<file path="config.mk">
export PLATFORM = sky130hd
export DESIGN_NAME = rot_tracker
export DESIGN_NICKNAME = d
export VERILOG_FILES = /design/src/rtl/rot_pkg.sv /design/src/rtl/rot_tick_gen.sv /design/src/rtl/rot_pos_ctr.sv /design/src/rtl/rot_start_arm.sv /design/src/rtl/rot_tracker.sv
export SDC_FILE = /design/constraint.sdc
export NUM_CORES = 1
export LEC_CHECK = 0
export ABC_AREA = 1
export ABC_CLOCK_PERIOD_IN_PS = 1900
export BUFFER_PORTS_ARGS = -buffer_cell sky130_fd_sc_hd__clkbuf_2
export CORE_ASPECT_RATIO = 0.7
export CORE_UTILIZATION = 53
export CTS_CLUSTER_SIZE = 14
export DETAILED_ROUTE_END_ITERATION = 6
export PLACE_DENSITY = 0.86
export SLEW_MARGIN = 20
export SYNTH_ARGS = -nofsm -noshare
export SYNTH_HDL_FRONTEND = slang
export SYNTH_HIERARCHICAL = 1
export SYNTH_SLANG_ARGS = --single-unit
export TNS_END_PERCENT = 100
</file>
<file path="constraint.sdc">
create_clock -name clk -period 1.9 [get_ports clk]
set_input_delay 0.095 -clock clk [delete_from_list [all_inputs] [get_ports clk]]
set_output_delay 0.095 -clock clk [all_outputs]
set_load 0.02 [all_outputs]
</file>
<file path="src/rtl/rot_pkg.sv">
package rot_pkg;
    localparam int TRACK_WORDS_DEF = 2048;
    localparam int INDEX_WIN_DEF   = 6;
    localparam int IVAL_W_DEF      = 16;
    localparam int ADDR_W_DEF      = 12;

    typedef enum logic {
        ARM_IDLE = 1'b0,
        ARM_WAIT = 1'b1
    } arm_state_e;
endpackage

</file>
<file path="src/rtl/rot_tick_gen.sv">
module rot_tick_gen #(
    parameter int IVAL_W = 16
) (
    input  logic              clk,
    input  logic              rst_n,
    input  logic [IVAL_W-1:0] interval_len,
    output logic              tick
);
    typedef struct packed {
        logic [IVAL_W-1:0] cnt;
    } tick_st_t;

    tick_st_t st_d, st_q;
    logic     last_c;

    always_comb begin
        st_d   = st_q;
        last_c = (interval_len == '0) ||
                 (st_q.cnt >= IVAL_W'(interval_len - 1'b1));
        if (last_c) st_d.cnt = '0;
        else        st_d.cnt = st_q.cnt + 1'b1;
    end

    assign tick = last_c;

    always_ff @(posedge clk or negedge rst_n) begin
        if (!rst_n) st_q <= '0;
        else        st_q <= st_d;
    end
endmodule

</file>
<file path="src/rtl/rot_pos_ctr.sv">
module rot_pos_ctr #(
    parameter int TRACK_WORDS = 2048,
    localparam int POS_W = $clog2(TRACK_WORDS)
) (
    input  logic             clk,
    input  logic             rst_n,
    input  logic             tick,
    output logic [POS_W-1:0] pos,
    output logic [POS_W-1:0] pos_next
);
    typedef struct packed {
        logic [POS_W-1:0] pos;
    } pos_st_t;

    pos_st_t st_d, st_q;

    generate
        if ((1 << POS_W) == TRACK_WORDS) begin : g_pow2
            assign pos_next = st_q.pos + 1'b1;
        end else begin : g_cmp
            assign pos_next = (st_q.pos == POS_W'(TRACK_WORDS - 1)) ? '0
                                                                    : st_q.pos + 1'b1;
        end
    endgenerate

    always_comb begin
        st_d = st_q;
        if (tick) st_d.pos = pos_next;
    end

    assign pos = st_q.pos;

    always_ff @(posedge clk or negedge rst_n) begin
        if (!rst_n) st_q <= '0;
        else        st_q <= st_d;
    end
endmodule

</file>
<file path="src/rtl/rot_start_arm.sv">
module rot_start_arm
    import rot_pkg::*;
#(
    parameter int POS_W = 11
) (
    input  logic             clk,
    input  logic             rst_n,
    input  logic             tick,
    input  logic [POS_W-1:0] pos_next,
    input  logic             req_valid,
    input  logic [POS_W-1:0] req_word,
    output logic             start_pulse
);
    typedef struct packed {
        arm_state_e       state;
        logic [POS_W-1:0] target;
        logic             start;
    } arm_st_t;

    arm_st_t          st_d, st_q;
    logic             armed_c;
    logic [POS_W-1:0] goal_c;

    always_comb begin
        st_d       = st_q;
        st_d.start = 1'b0;
        armed_c    = req_valid || (st_q.state == ARM_WAIT);
        goal_c     = req_valid ? req_word : st_q.target;
        if (req_valid) begin
            st_d.state  = ARM_WAIT;
            st_d.target = req_word;
        end
        if (armed_c && tick && (pos_next == goal_c)) begin
            st_d.start = 1'b1;
            st_d.state = ARM_IDLE;
        end
    end

    assign start_pulse = st_q.start;

    always_ff @(posedge clk or negedge rst_n) begin
        if (!rst_n) begin
            st_q.state  <= ARM_IDLE;
            st_q.target <= '0;
            st_q.start  <= 1'b0;
        end else begin
            st_q <= st_d;
        end
    end
endmodule

</file>
<file path="src/rtl/rot_tracker.sv">
module rot_tracker
    import rot_pkg::*;
#(
    parameter int TRACK_WORDS = TRACK_WORDS_DEF,
    parameter int INDEX_WIN   = INDEX_WIN_DEF,
    parameter int IVAL_W      = IVAL_W_DEF,
    parameter int ADDR_W      = ADDR_W_DEF,
    localparam int POS_W = $clog2(TRACK_WORDS)
) (
    input  logic              clk,
    input  logic              rst_n,
    input  logic [IVAL_W-1:0] interval_len,
    input  logic [ADDR_W-1:0] req_addr,
    input  logic              req_valid,
    output logic [POS_W-1:0]  pos,
    output logic              index_mark,
    output logic              addr_match,
    output logic [POS_W-1:0]  lead_words,
    output logic              start_pulse
);
    logic             tick;
    logic [POS_W-1:0] pos_next;
    logic [POS_W-1:0] req_word;

    assign req_word = req_addr[POS_W-1:0];

    rot_tick_gen #(.IVAL_W(IVAL_W)) u_tick (
        .clk          (clk),
        .rst_n        (rst_n),
        .interval_len (interval_len),
        .tick         (tick)
    );

    rot_pos_ctr #(.TRACK_WORDS(TRACK_WORDS)) u_pos (
        .clk      (clk),
        .rst_n    (rst_n),
        .tick     (tick),
        .pos      (pos),
        .pos_next (pos_next)
    );

    rot_start_arm #(.POS_W(POS_W)) u_arm (
        .clk         (clk),
        .rst_n       (rst_n),
        .tick        (tick),
        .pos_next    (pos_next),
        .req_valid   (req_valid),
        .req_word    (req_word),
        .start_pulse (start_pulse)
    );

    always_comb begin
        index_mark = (pos < POS_W'(INDEX_WIN));
        addr_match = (req_word == pos);
        if (req_word >= pos) lead_words = req_word - pos;
        else                 lead_words = POS_W'(TRACK_WORDS) + req_word - pos;
    end
endmodule

</file>
==> impl_results.md, run 1 <==
- Crit-path max FO: 3
- Mean routed wirelength per cell: 17.5 um
- Root buffer cell: clkbuf_8
- Period minus WS final: 2.41 ns
- Clk slew on worst S/H paths: 0.08 ns
- Die W: 103 um
- Syn avg cell area: 6.67 um^2
- Layout area overhead: 34.9%
- RSZ-0062 raised after global routing: true
- Seq cells post-synth: 40
- Syn nets: 630
- Sequential-to-total area share from yosys stat: 26.4%
- Core box area: 6820 um^2
- Status: finished with violations
- Hold Crit Class: primary input to register
- Final Hold Vio Count: 0
- Initial antenna violation count: 0
- Total GRT Usage: 30.6%
- ANT nets after route: 0
- Final GP Congestion: 0.908
- CTS H-tree lvls: 2
- Setup WS pre-CTS: -0.627 ns
- Final Max Slew Viols: 0
- Ys async rst share: 100%
- Non-filler cells in the finished layout: 777
- Count leader, synth: nand2_1
- Initial core utilization: 55.6%
- Vias in the first global route: 3939
- Post-Synth XOR/XNOR Area: 6.70%
- Post-Route WL: 13600 um
- Fraction of layout cells with a size suffix above 1: 34.6%
- EDFF count, synth: 0
- Cell family with most CP delay: simple AND/OR/NAND/NOR gates
- Reg2reg setup slack: -0.36 ns
- Worst Hold Path EP: u_arm/st_q[8]
- Highest-delay cell along the critical path: ha_4
- Peak VDD IR: 0.000348 V
- Mapped Cells: 568
- DR iter-0 viols: 658
- Clock sink count: 40
- Area contributors post-synth: dfrtp_1 26%, nand2_1 18%, ha_1 9.9%
- Final TNS setup: -12.23 ns
- Fin nets: 744
- Largest family of logic cells by synthesized area: simple AND/OR/NAND/NOR gates
- Crit path launch type: primary input
- Dpl hpwl: 8150 um
- Setup WS post-layout: -0.512 ns
- Total grt overflow: 0
- Worst Path Required: 2.09 ns
- CP cell instances: clkbuf_2 -> buf_4 -> nor2_1 -> nand2_1 -> nor3_4 -> xor2_1 -> inv_1 -> ha_4 -> nand4_1 -> a21oi_2 -> nor2_2 -> nand2_4 -> inv_2 -> nor2_2 -> nand2_1 -> nor2_1 -> nand2_1 -> nor2_1 -> a21oi_1
- DIE AREA: 7500 um^2
- Number of I/O port buffers: 54
- Number of instances in the placed design: 747
- Worst-margin pin slew: 0.521 ns
- Power, Total: 2.92 mW
- Violated checks: design-rule violations, negative setup slack
- TritonCTS buffer count: 5
- Post-Syn Area: 3790 um^2
- Vias post-DR: 4546
- Min-delay src: req_addr[7]
- Max Cap Violations: 0
- Synth top area share: 26.4%
- Largest area contributor in the netlist: dfrtp_1
- # IOs: 56
- Clock Latency Late Sink: 0.30 ns
- Setup Crit Path Kind: primary input to register
- Crit path arrival time: 2.60 ns
- Warnings, synthesis: 6
- Power Dens Cells: 571 nW/um^2
- N_diodes: 0
- Fin crit share: 127%
- Post-DR vias/cell: 5.85
- Largest net degree at the start of global routing: 41
- Commonest cells in the netlist: 181 x nand2_1, 89 x inv_1, 59 x nor2_1
- Slew Limit Headroom: 65.2%
- Post-Synth Adder-Cell Area: 10.4%
- Compound-gate portion of the synthesized area: 3.24%
- Final clock skew: 0.00376 ns
- Row count: 25
- Max frequency: 0.415 GHz
- Global-route wire length before repair: 17700 um
- Multiplexer share of the synthesized area: 0%
- CTS tree: yes
- Leak Pwr: 2.66 nW
- Top FF cell, synth: dfrtp_1
- Hold path cells: 3
- Chip height: 72.8 um
- Post-Synth Simple-Gate Area: 42.2%
- CP bufs+invs: 4
- CP endpoint kind: register
- R2R cell count: 14
- DRC: 2
- Fin Hold WS: 0.107 ns
- First-pass iteration count of the detailed router: 7
- Clock buffer depth: 2
- Max incr delay on CP: 0.29 ns
- Reg2reg start: u_pos/pos[0]
- FF-to-FF End: u_arm/st_q[12]
- Yosys cell types: 33
- Setup Viol. Count Final: 38
[power breakdown]
part | switching, mW | total (mW) | internal [mW]
Combinational | 0.785 | 1.30 | 0.510
Sequential | 0.0950 | 1.04 | 0.947
Clock | 0.317 | 0.580 | 0.263
[state kept, by name, summed over array words and instances (netlist names)]
name               flops
u_pos/pos             11
u_arm/st_q            12
u_arm/start_pulse      1
u_tick/st_q           16
[routing by layer]
metal | track usage (%) | vias up | wire, um
met1 | 42.8 | 2056 | 5190
li1 | - | 1997 | -
met4 | 10.5 | 0 | 842
met3 | 4.69 | 118 | 1550
met2 | 48.5 | 375 | 6000
met5 | 0 | - | 0
[worst min-delay path: stages]
cell	delay (ns)
clkbuf_2	0.12
nand2_2	0.09
nand2_2	0.06
[what timing repair did]
item	in CTS	in global routing
hold buffers	1	0
resized for setup	35	64
gates cloned	0	2
endpoints found under the hold margin	40	0
setup endpoints to repair	39	39
buffers inserted	16	4
pin swaps	25	12
[worst max path at each step]
stage | start | endpoint | cells past startpoint
floorplan | interval_len[1] | u_arm/st_q[12] | 21
global placement | interval_len[1] | u_arm/st_q[12] | 21
detailed placement | interval_len[1] | u_arm/st_q[12] | 21
CTS | interval_len[0] | u_arm/st_q[12] | 21
global route | interval_len[10] | u_arm/st_q[12] | 19
finish | interval_len[10] | u_arm/st_q[12] | 19
[metrics by stage]
step           utilization, %  area [um^2]
2_1_floorplan               -         3850
3_3_place_gp             65.3         4460
3_5_place_dp             65.3         4460
4_1_cts                  70.8         4830
5_1_grt                  75.0         5110
6_report                 75.0         5110
[layout make-up]
class                      instances  area [um^2]
fill                             442         1710
tap                               94          118
timing repair buffer             112          821
inverter                          92          384
clock buffer                       7         76.3
clock inverter                     1         8.76
multi-input combinational        431         2700
sequential                        40         1010
[placed cells by master (no fill, tap or decap), drive strengths merged]
cell type,count
and2,4
nor3,8
dlygate4sd3,1
o21ai,7
a21oi,10
clkinv,1
nand4,12
nand2,202
xnor2,10
clkbuf,59
nor2,76
ha,30
xor2,19
a211oi,1
nor4,1
a21o,1
buf,59
nand3,47
o21bai,1
fa,1
dfrtp,40
inv,92
o211ai,1
[kinds of logic (layout without fill, tap and decap cells)]
| kind of cell | Yosys count | in the layout |
|---|---|---|
| compound gates | 21 | 21 |
| fa+ha+maj | 31 | 31 |
| xor+xnor | 29 | 29 |
| simple gates | 350 | 350 |
| flops | 40 | 40 |
| buf+inv | 97 | 212 |
No activity file was read; power rests on OpenSTA's default activity.
==> inputs of run 2 (changes only) <==
--- a/constraint.sdc
+++ b/constraint.sdc
@@ -3,2 +3,2 @@
 set_output_delay 0.095 -clock clk [all_outputs]
-set_load 0.02 [all_outputs]
+set_load 0.005 [all_outputs]
==> impl_results.md, run 2 (synthesis gave the netlist of run 1 again) <==
- Crit path launch type: primary input
- DRC: 4
- Global-route wire length before repair: 18300 um
- Hold Crit Class: primary input to register
- Largest register by flop count: u_tick/st_q
- Violated checks: design-rule violations, negative setup slack
- Final clock skew: 0.00724 ns
- Root buffer cell: clkbuf_8
- Layout fillers: 407
- Power Dens Cells: 580 nW/um^2
- Number of I/O port buffers: 54
- Largest net degree at the start of global routing: 41
- CTS tree: yes
- Clk slew on worst S/H paths: 0.09 ns
- Period minus WS final: 2.38 ns
- Final Max Slew Viols: 0
- Total grt overflow: 0
- Final GP Congestion: 0.905
- ANT nets after route: 0
- Total GRT Usage: 32.2%
- Status: finished with violations
- Fin crit share: 125%
- Dpl hpwl: 7820 um
- Setup WS post-layout: -0.476 ns
- # IOs: 56
- Clock Latency Late Sink: 0.32 ns
- Core box area: 6820 um^2
- Highest-delay cell along the critical path: ha_1
- Post-Route WL: 16200 um
- CP cell instances: clkbuf_16 -> inv_16 -> buf_6 -> nand4_1 -> nor3_2 -> xnor2_1 -> ha_1 -> a21oi_1 -> nand2_1 -> nor2_1 -> nand2_1 -> nand2_2 -> nand2_4 -> buf_6 -> buf_6 -> clkbuf_16 -> nor2_4
- Final Hold Vio Count: 0
- Area of the multi-input gates: 2860 um^2
- Setup Crit Path Kind: primary input to register
- Mean routed wirelength per cell: 20.9 um
- Number of instances in the placed design: 745
- Worst-margin pin slew: 0.567 ns
- Max Cap Violations: 0
- DR iter-0 viols: 959
- Vias post-DR: 4948
- Crit-path max FO: 7
- Fraction of layout cells with a size suffix above 1: 38.6%
- Peak VDD IR: 0.000448 V
- RSZ-0062 raised after global routing: true
- N_diodes: 0
- Initial antenna violation count: 0
- CP endpoint kind: register
- Max frequency: 0.421 GHz
- Cell family with most CP delay: simple AND/OR/NAND/NOR gates
- Setup Viol. Count Final: 34
- Sequential Area: 1010 um^2
- Row count: 25
- Fin nets: 742
- Fin util: 77.2%
- Clock sink count: 40
- Crit path arrival time: 2.63 ns
- First-pass iteration count of the detailed router: 7
- Die W: 103 um
- TritonCTS buffer count: 5
- Layout area overhead: 38.9%
- DIE AREA: 7500 um^2
- Post-DR vias/cell: 6.38
- Slew Limit Headroom: 62.2%
- Leak Pwr: 2.60 nW
- Non-filler cells in the finished layout: 775
- Max incr delay on CP: 0.36 ns
- Max reg flops: 16
- Most used cell, CP: buf_6
- Chip height: 72.8 um
- CP bufs+invs: 6
- Most frequent cells in the layout: 158 x nand2_1, 75 x inv_1, 49 x clkbuf_2, 46 x buf_4, 41 x nor2_1
- Clock buffer depth: 2
- Initial core utilization: 55.6%
- Worst Path Required: 2.15 ns
- Vias in the first global route: 3997
- Commonest non-fill, non-tap cell in the layout: nand2_1
- CTS H-tree lvls: 2
==> run 2: cell types whose count changed in the layout (fill, tap and decap cells not counted), sizes merged <==
cell,change
buf,-3
clkbuf,+1
inv,-1
clkinv,+1
==> run 2: final timing paths <==
kind,startpoint,endpoint,slack [ns],cells after the start
min in group asynchronous,rst_n,u_arm/st_q[10],0.38,3
worst max register to register,u_pos/pos[0],u_arm/st_q[12],-0.35,13
worst min-delay path,req_addr[10],u_arm/st_q[11],0.08,3
max in group asynchronous,rst_n,u_pos/pos[6],1.09,3
worst min register to register,u_arm/st_q[11],u_arm/st_q[11],0.50,2
worst max-delay path,interval_len[1],u_tick/st_q[4],-0.48,17
==> run 2: area by class of cell <==
type	count	share of cell area (%)
sequential	40	19.2
clock inverter	1	0.166
clock buffer	7	1.45
multi-input combinational	431	54.3
timing repair buffer	110	15.2
inverter	92	7.44
tap	94	2.23
==> run 2: what timing repair did <==
action,CTS,global route
hold buffers,1,0
pin swaps,13,44
resized for setup,27,108
buffers inserted,11,8
gates cloned,0,3
endpoints found under the setup margin,38,38
hold endpoints to repair,40,0
==> run 2: power by group <==
group          total [mW]  switching, mW  internal (mW)
clock               0.624          0.361          0.263
sequential           1.05         0.0998          0.947
combinational        1.38          0.832          0.548
==> run 2: per-layer routing <==
| metal | vias up | GRT usage, % | wire [um] |
|---|---|---|---|
| met5 | - | 0 | 0 |
| met4 | 0 | 13.6 | 1450 |
| met3 | 214 | 6.80 | 2290 |
| met2 | 542 | 52.3 | 6760 |
| met1 | 2203 | 41.6 | 5670 |
| li1 | 1989 | - | - |
==> run 2: metrics by stage <==
stage          setup slack (ns)  setup TNS, ns  instance area (um^2)  hold WS, ns  power, mW
2_1_floorplan            -0.355          -3.41                  3850       -0.201       1.64
6_report                 -0.476         -11.13                  5270       0.0843       3.05
3_5_place_dp             -0.602         -13.34                  4450        0.192       2.00
5_1_grt                  -0.555         -13.91                  5270       0.0961       3.16
4_1_cts                  -0.147         -0.322                  4740       0.0834       2.63
3_3_place_gp             -0.458         -10.11                  4450        0.187       1.94
==> run 2: worst register-to-register path, cell delays in order (launching register included) <==
cell and delay, ns:
dfrtp_2 0.42, buf_4 0.15, ha_1 0.23, nand2_2 0.13, inv_1 0.09, nand2_1 0.08, xor2_1 0.32, inv_1 0.15
nand3_1 0.11, nand2_1 0.11, nor2_1 0.14, nand2_1 0.07, nor2_1 0.08, a21oi_1 0.06
==> inputs of run 3 (changes only) <==
- PLACE_DENSITY: 0.86 -> default
- PLACE_DENSITY_LB_ADDON: default -> 0.12
==> impl_results.md, run 3 (synthesis gave the netlist of run 1 again) <==
- Status: finished with violations
- Violated checks: negative setup slack
- Leak Pwr: 2.61 nW
- Final clock skew: 0.00254 ns
- Total grt overflow: 0
- TritonCTS buffer count: 5
- Period minus WS final: 2.17 ns
- Post-Route WL: 10900 um
- Clock Latency Late Sink: 0.28 ns
- Largest register by flop count: u_tick/st_q
- Largest net degree at the start of global routing: 26
- DRC: 0
- Setup Crit Path Kind: primary input to register
- Chip height: 72.8 um
- Row count: 25
- Most frequent cells in the layout: 170 x nand2_1, 82 x inv_1, 52 x clkbuf_2, 50 x nor2_1, 49 x buf_4
- Crit path launch type: primary input
- Vias in the first global route: 3676
- CP cell instances: clkbuf_8 -> inv_12 -> nand3_2 -> nor2_4 -> nand2_1 -> nor2_2 -> nand3_1 -> nand2_1 -> inv_2 -> ha_4 -> nand4_1 -> nor2_1 -> nand2_1 -> nand2_4 -> inv_2 -> nor2_2 -> nand2_1 -> nor2_1 -> nand2_1 -> nor2_1 -> a21oi_1
- Final Max Slew Viols: 0
- Highest-delay cell along the critical path: ha_4
- Crit path arrival time: 2.33 ns
- Fin nets: 742
- Crit-path max FO: 5
- Total GRT Usage: 30.9%
- Fin crit share: 114%
- Root buffer cell: clkbuf_8
- Clock buffer depth: 2
- Initial core utilization: 55.6%
- Vias post-DR: 4024
- Setup WS pre-CTS: -0.580 ns
- Cell family with most CP delay: simple AND/OR/NAND/NOR gates
- Mean routed wirelength per cell: 14.2 um
- Most used cell, CP: nand2_1
- Area of the multi-input gates: 2630 um^2
- Fraction of layout cells with a size suffix above 1: 32.6%
- Commonest non-fill, non-tap cell in the layout: nand2_1
- Final TNS setup: -5.03 ns
- ANT nets after route: 0
- Clk slew on worst S/H paths: 0.07 ns
- Peak VDD IR: 0.000471 V
- Sequential share of power: 39.2%
- Switch Pwr: 957 uW
- # IOs: 56
- Int Power: 1.65 mW
- Die W: 103 um
- Max reg flops: 16
- Fin Hold WS: 0.0883 ns
- Reg2reg setup slack: -0.14 ns
- Sw Share: 36.7%
- Clock sink count: 40
- Sequential Area: 1010 um^2
- Number of I/O port buffers: 54
- Final GP Congestion: 0.833
- Max frequency: 0.462 GHz
- Max Cap Violations: 0
- Worst Path Required: 2.07 ns
- Final Hold Vio Count: 0
- Slew Limit Headroom: 56.5%
- Initial antenna violation count: 0
- First-pass iteration count of the detailed router: 5
- Setup Viol. Count Final: 32
- Max incr delay on CP: 0.27 ns
- DR iter-0 viols: 330
- Power Dens Cells: 520 nW/um^2
- Dpl hpwl: 7950 um
- CP bufs+invs: 4
- CTS H-tree lvls: 2
- RSZ-0062 raised after global routing: true
- Clock power frac: 19.6%
- Setup WS post-layout: -0.266 ns
- CTS tree: yes
- Hold Crit Class: primary input to register
- Combinational Power Share: 41.3%
- CP endpoint kind: register
- Global-route wire length before repair: 17700 um
- N_diodes: 0
- DIE AREA: 7500 um^2
- Layout area overhead: 32.4%
- Layout fillers: 553
- Worst-margin pin slew: 0.653 ns
- Post-DR vias/cell: 5.21
- Core box area: 6820 um^2
- Power, Total: 2.61 mW
[run 3: path summary, 6_finish.rpt]
path / from / end / cells past startpoint
worst max-delay path: interval_len[0] / u_arm/st_q[12] / 21
worst min-delay path: req_addr[0] / u_arm/st_q[1] / 3
worst max register to register: u_pos/pos[0] / u_arm/st_q[12] / 13
worst min register to register: u_arm/st_q[2] / u_arm/st_q[2] / 2
max in group asynchronous: rst_n / u_pos/pos[5] / 3
min in group asynchronous: rst_n / u_tick/st_q[13] / 2
[run 3: layer usage]
| metal | GRT usage, % | up-vias | part of all wire, % |
|---|---|---|---|
| met1 | 48.2 | 1867 | 49 |
| met3 | 4.50 | 18 | 7.6 |
| li1 | - | 1982 | - |
| met2 | 45.2 | 157 | 42 |
| met5 | 0 | - | 0 |
| met4 | 5.95 | 0 | 1.3 |
[run 3: area by class of cell]
cell class,instances,share of cell area [%]
inverter,92,7.66
sequential,40,20.1
tap,94,2.34
multi-input combinational,431,52.4
clock buffer,5,1.37
timing repair buffer,110,16.1
[run 3: repair_timing]
action / in CTS / in global routing
endpoints found under the hold margin: 23 / 0
cloned: 3 / 0
setup endpoints to repair: 37 / 38
gates resized for setup: 50 / 19
pin swaps: 22 / 7
hold buffers: 1 / 0
setup buffers: 15 / 3
[run 3: power groups by stage]
stage,registers [mW],clock network (mW),logic (mW)
global placement,1.04,0,0.911
finish,1.02,0.510,1.08
CTS,1.02,0.525,1.02
detailed placement,1.04,0,0.944
floorplan,1.05,0,0.595
global route,1.03,0.569,1.21
[run 3: tightest hold or removal path, stage by stage]
cell	delay (ns)
clkbuf_2	0.09
nand2_1	0.08
nand2_2	0.08
[run 3: through the flow]
step	utilization, %	cells	area (um^2)
global route	73.6	772	5020
floorplan	-	568	3850
CTS	71.7	769	4890
finish	73.6	772	5020
global placement	65.3	746	4450
detailed placement	65.3	746	4450
